<file path="src/rtl/ofsld_pkg.sv">
package ofsld_pkg;

  // Number of serial bits in one complete offset set
  function automatic int unsigned set_len(input int unsigned aw);
    return 2 * aw;
  endfunction

  // Decoded state of the two enables
  typedef enum logic [1:0] {
    MODE_PASS  = 2'd0,  // both enables high: FIFO writes allowed
    MODE_HOLD  = 2'd1,  // exactly one enable high: loading suspended
    MODE_SHIFT = 2'd2   // both enables low: take one bit
  } ld_mode_e;

endpackage

</file>
<file path="src/rtl/ofsld_rst_sync.sv">
module ofsld_rst_sync (
  input  logic clk,
  input  logic arst_n,
  output logic rst_sync_n
);
  logic [1:0] stage_q;

  always_ff @(posedge clk or negedge arst_n) begin
    if (!arst_n) stage_q <= 2'b00;
    else         stage_q <= {stage_q[0], 1'b1};
  end

  assign rst_sync_n = stage_q[1];
endmodule

</file>
<file path="src/rtl/ofsld_seq.sv">
module ofsld_seq
  import ofsld_pkg::*;
#(
  parameter int unsigned AW = 14
) (
  input  logic clk,
  input  logic rst_n,
  input  logic load_n,
  input  logic ser_en_n,
  output logic shift_en,
  output logic set_done,
  output logic wr_pass
);
  localparam int unsigned TOTAL = set_len(AW);
  localparam int unsigned CNT_W = $clog2(TOTAL);
  localparam logic [CNT_W-1:0] LAST = CNT_W'(TOTAL - 1);

  ld_mode_e         mode;
  logic [CNT_W-1:0] cnt_q, cnt_d;
  logic             cnt_en;

  always_comb begin
    unique case ({load_n, ser_en_n})
      2'b00:   mode = MODE_SHIFT;
      2'b11:   mode = MODE_PASS;
      default: mode = MODE_HOLD;
    endcase
  end

  assign shift_en = (mode == MODE_SHIFT);
  assign wr_pass  = (mode == MODE_PASS);
  assign set_done = shift_en && (cnt_q == LAST);
  assign cnt_en   = shift_en;

  always_comb begin
    cnt_d = cnt_q;
    if (cnt_en) cnt_d = set_done ? '0 : cnt_q + 1'b1;
  end

  always_ff @(posedge clk or negedge rst_n) begin
    if (!rst_n)      cnt_q <= '0;
    else if (cnt_en) cnt_q <= cnt_d;
  end
endmodule

</file>
<file path="src/rtl/ofsld_shreg.sv">
module ofsld_shreg #(
  parameter int unsigned W = 28
) (
  input  logic         clk,
  input  logic         rst_n,
  input  logic         shift_en,
  input  logic         din,
  output logic [W-1:0] q
);
  logic [W-1:0] sr_q, sr_d;

  // New bit enters at the top; after W shifts the first bit sits at bit 0
  always_comb begin
    sr_d = sr_q;
    if (shift_en) sr_d = {din, sr_q[W-1:1]};
  end

  always_ff @(posedge clk or negedge rst_n) begin
    if (!rst_n)        sr_q <= '0;
    else if (shift_en) sr_q <= sr_d;
  end

  assign q = sr_q;
endmodule

</file>
<file path="src/rtl/ofsld_valid.sv">
module ofsld_valid (
  input  logic clk,
  input  logic rst_n,
  input  logic shift_en,
  input  logic set_done,
  output logic valid
);
  logic pend1_q, pend2_q, valid_q;
  logic pend1_d, pend2_d, valid_d;

  always_comb begin
    if (shift_en) begin
      pend1_d = set_done;
      pend2_d = 1'b0;
      valid_d = 1'b0;
    end else begin
      pend1_d = 1'b0;
      pend2_d = pend1_q;
      valid_d = valid_q | pend2_q;
    end
  end

  always_ff @(posedge clk or negedge rst_n) begin
    if (!rst_n) begin
      pend1_q <= 1'b0;
      pend2_q <= 1'b0;
      valid_q <= 1'b0;
    end else begin
      pend1_q <= pend1_d;
      pend2_q <= pend2_d;
      valid_q <= valid_d;
    end
  end

  assign valid = valid_q;
endmodule

</file>
<file path="src/rtl/ofs_serial_loader.sv">
module ofs_serial_loader
  import ofsld_pkg::*;
#(
  parameter int unsigned AW = 14
) (
  input  logic          wclk,
  input  logic          rst_n,
  input  logic          load_n,
  input  logic          ser_en_n,
  input  logic          ser_bit,
  output logic [AW-1:0] empty_ofs,
  output logic [AW-1:0] full_ofs,
  output logic          ae_valid,
  output logic          af_valid,
  output logic          wr_pass
);
  localparam int unsigned TOTAL = set_len(AW);

  logic             rst_q_n;
  logic             shift_en;
  logic             set_done;
  logic             valid;
  logic [TOTAL-1:0] set_bits;

  ofsld_rst_sync i_rst (
    .clk        (wclk),
    .arst_n     (rst_n),
    .rst_sync_n (rst_q_n)
  );

  ofsld_seq #(.AW(AW)) i_seq (
    .clk      (wclk),
    .rst_n    (rst_q_n),
    .load_n   (load_n),
    .ser_en_n (ser_en_n),
    .shift_en (shift_en),
    .set_done (set_done),
    .wr_pass  (wr_pass)
  );

  ofsld_shreg #(.W(TOTAL)) i_shreg (
    .clk      (wclk),
    .rst_n    (rst_q_n),
    .shift_en (shift_en),
    .din      (ser_bit),
    .q        (set_bits)
  );

  ofsld_valid i_valid (
    .clk      (wclk),
    .rst_n    (rst_q_n),
    .shift_en (shift_en),
    .set_done (set_done),
    .valid    (valid)
  );

  assign empty_ofs = set_bits[AW-1:0];
  assign full_ofs  = set_bits[TOTAL-1:AW];
  assign ae_valid  = valid;
  assign af_valid  = valid;
endmodule

</file>
<file path="config.mk">
export PLATFORM = sky130hd
export DESIGN_NAME = ofs_serial_loader
export DESIGN_NICKNAME = d
export VERILOG_FILES = /design/src/rtl/ofsld_pkg.sv /design/src/rtl/ofsld_rst_sync.sv /design/src/rtl/ofsld_seq.sv /design/src/rtl/ofsld_shreg.sv /design/src/rtl/ofsld_valid.sv /design/src/rtl/ofs_serial_loader.sv
export SDC_FILE = /design/constraint.sdc
export NUM_CORES = 1
export LEC_CHECK = 0
export ABC_CLOCK_PERIOD_IN_PS = 1500
export BUFFER_PORTS_ARGS = -buffer_cell sky130_fd_sc_hd__clkbuf_2
export CORE_UTILIZATION = 50
export DETAILED_ROUTE_END_ITERATION = 8
export PLACE_DENSITY = 0.77
export SLEW_MARGIN = 20
export SYNTH_ARGS = -nofsm -noshare
export SYNTH_HDL_FRONTEND = slang
export SYNTH_HIERARCHICAL = 1
export SYNTH_SLANG_ARGS = --single-unit
</file>
<file path="constraint.sdc">
create_clock -name wclk -period 1.5 [get_ports wclk]
set_clock_uncertainty 0.2 [all_clocks]
set_input_delay 0.15 -clock wclk [delete_from_list [all_inputs] [get_ports wclk]]
set_output_delay 0.15 -clock wclk [all_outputs]
set_load 0.02 [all_outputs]
</file>
==> results.toml <==
[run_status]
status = "finished, violations left"
violations = "design-rule violations"

[sta]
rsz0062_at_grt = "false"
fin_setup_tns_ps = 0
setup_viol = 0
slew_viol_final = 0
finalCritPeriodShare_pct = 94.81
fmax_ghz = 0.7032
finalHoldViolations = 0
finalCriticalPeriod_ps = 1422

[pwr]
vdd_drop_max_uv = 1268
power.internal_mw = 2.001
pwr-share-comb_pct = 31.7
power.total_mw = 3.019
p_leak_nw = 0.9911
swShare_pct = 33.72
p_clk_share_pct = 18.4
power_switching_mw = 1.018
power_density_nw_per_um2 = 1598
p_seq_share_pct = 49.9

[cts]
insertion_delay_ps = 330
htreeDepth = 2
cts.path.max_buffers = 2
cts_hold_buf = 3
clock-root-buffer = "clkbuf_4"
numCtsBuffers = 5
clock-sinks = 38
tritoncts = "built"
cts.clk_slew.worst_paths_ps = 110
post-cts-setup-buffers = 0
cts_resized = 0

[final_layout]
n_antenna_cell = 0
fin_nets = 147
fillCellCount = 224
stdcell_area_um2 = 1889
final_layout_size_suffix_gt1_share_pct = 58.45
area_growth_pct = 20.70

[worst_setup_path]
r2r-start = "i_seq/cnt_q[0]$_DFFE_PN0P_"
crit_path_max_fanout = 4
start_kind = "register"
crit_arrival_ps = 1450
crit_type = "reg -> reg"
worstPathRequired_ps = 1530
end_kind = "register"
startpoint = "i_seq/cnt_q[0]$_DFFE_PN0P_"

[min_path]
min_from = "load_n"
holdCritPathClass = "in -> reg"

[drt]
vias = 897
vias_per_cell = 5.185
wl_per_cell_um = 14.02
drt_iter0_drc = 24
wl_mm = 2.425
drc_errors = 3
first_pass_iters = 5
drtAntennaViolNets = 0

[floorplan]
die_w_um = 57.95
ioPinCount = 36
core_area_um2 = 2853
start_util_pct = 54.87
die-area_um2 = 3358
num_rows = 19
die_h_um = 57.95

[synth]
synth.distinct_cells = 21
synth.net_count = 101
synth.ff_latch_count = 38
syn_area_um2 = 1565
ys_warn_count = 6
syn_inst = 95
ys_seq_area_share_pct = 60.75
syn_area_per_cell_um2 = 16.48

[grt]
track_usage_pct = 17.18
grt_max_degree = 37
grt_pass1_vias = 878
grt_overflow = 0
antenna_found_initial = 0
grt_pass1_wl_mm = 4.140

[placed_design]
dp_hpwl_mm = 1.711
post_dp_cell_area_um2 = 1795
gp_congestion = 0.6888
io_buffer_count = 35

[flow_run]
drv_cap = 0
per-layer routing:
layer | up-vias | GRT usage, % | wire (um)
met5 | - | 0 | 0
met4 | 0 | 6.122 | 34
met3 | 4 | 6.920 | 140
met2 | 29 | 26.93 | 1145
met1 | 450 | 21.69 | 1105
li1 | 414 | - | -
cell usage in the layout, fill, tap and decap left out, types with 2 or more instances in the layout:
| cell | netlist | final |
|---|---|---|
| buf_4 | 1 | 2 |
| o21ai_0 | 3 | 3 |
| buf_12 | 2 | 3 |
| mux2_4 | 20 | 20 |
| and2_2 | 2 | 2 |
| clkbuf_2 | 0 | 35 |
| dfrtp_1 | 38 | 38 |
| nand2_1 | 3 | 3 |
| mux2_2 | 11 | 11 |
| clkbuf_4 | 0 | 5 |
| nor2b_1 | 2 | 2 |
| dlygate4sd3_1 | 0 | 3 |
| a21oi_1 | 2 | 2 |
power by group through the flow:
stage          sequential (mW)  clock [mW]  combinational, mW
2_1_floorplan             1.74           0              0.438
3_3_place_gp              1.50           0              0.944
3_5_place_dp              1.53           0              0.967
4_1_cts                   1.51       0.576              0.972
5_1_grt                   1.55       0.616               1.03
6_report                  1.51       0.554              0.957
path summary, 6_finish.rpt:
kind / end / slack [ps] / cells after the start
setup / recovery: i_seq/cnt_q[4]$_DFFE_PN0P_ / 80 / 3
hold / removal: i_seq/cnt_q[0]$_DFFE_PN0P_ / 60 / 5
setup reg to reg: i_seq/cnt_q[4]$_DFFE_PN0P_ / 80 / 3
hold reg to reg: i_valid/valid$_DFF_PN0_ / 80 / 1
max in group asynchronous: i_rst/stage_q[1]$_DFF_PN0_ / 540 / 3
min in group asynchronous: i_valid/valid$_DFF_PN0_ / 80 / 1
cell type report:
class                           count  area (um2)  area share (%)
Timing Repair Buffer               43       280.3           14.83
Clock inverter                      2       12.51          0.6623
Tap cell                           31       38.79           2.053
Clock buffer                        6       51.30           2.715
Sequential cell                    38       950.9           50.33
Inverter                            1       3.754          0.1987
Multi-Input combinational cell     52       551.8           29.21
worst max-delay path, cell delays in order (launching register included):
cell,delay [ps]
dfrtp_1,400
ha_1,200
and3_1,180
mux2_2,340
cell usage after synthesis:
library cell | count | share of area [%]
conb_1 | 1 | 0.24
or3_1 | 1 | 0.40
nand3_1 | 1 | 0.32
or2_4 | 1 | 0.56
dfrtp_1 | 38 | 61
mux2_4 | 20 | 19
buf_12 | 2 | 2.6
nand2_1 | 3 | 0.72
inv_2 | 1 | 0.24
a21oi_1 | 2 | 0.64
nand2b_1 | 1 | 0.40
o21ba_1 | 1 | 0.64
buf_6 | 1 | 0.72
o21ai_0 | 3 | 0.96
and2_2 | 2 | 0.96
nor2b_1 | 2 | 0.80
nor3_1 | 1 | 0.32
ha_1 | 1 | 0.80
mux2_2 | 11 | 7.9
and3_1 | 1 | 0.40
buf_4 | 1 | 0.48
registers in the layout, indices dropped and copies added, names as in the netlist:
signal,count
i_valid/pend1_q,1
i_seq/cnt_q,5
i_shreg/q,28
i_rst/stage_q,2
i_valid/pend2_q,1
i_valid/valid,1
logic make-up after synthesis:
group,synth area share (%)
buf+inv,3.997
compound gates,2.238
simple gates,4.876
other cells,0.2396
flops,60.75
fa+ha+maj,0.7992
mux,27.10
per-stage QoR:
stage | util (%) | worst slack (ps) | hold WS, ps | cells
CTS | 66.23 | 85.69 | 64.07 | 173
detailed placement | 62.94 | 11.09 | -262.9 | 162
global route | 66.23 | 3.128 | 112.9 | 173
global placement | 62.94 | 59.25 | -263.7 | 162
floorplan | - | 89.91 | -345.6 | 95
finish | 66.23 | 77.89 | 64.13 | 173
(Power assumes the default switching activity.)
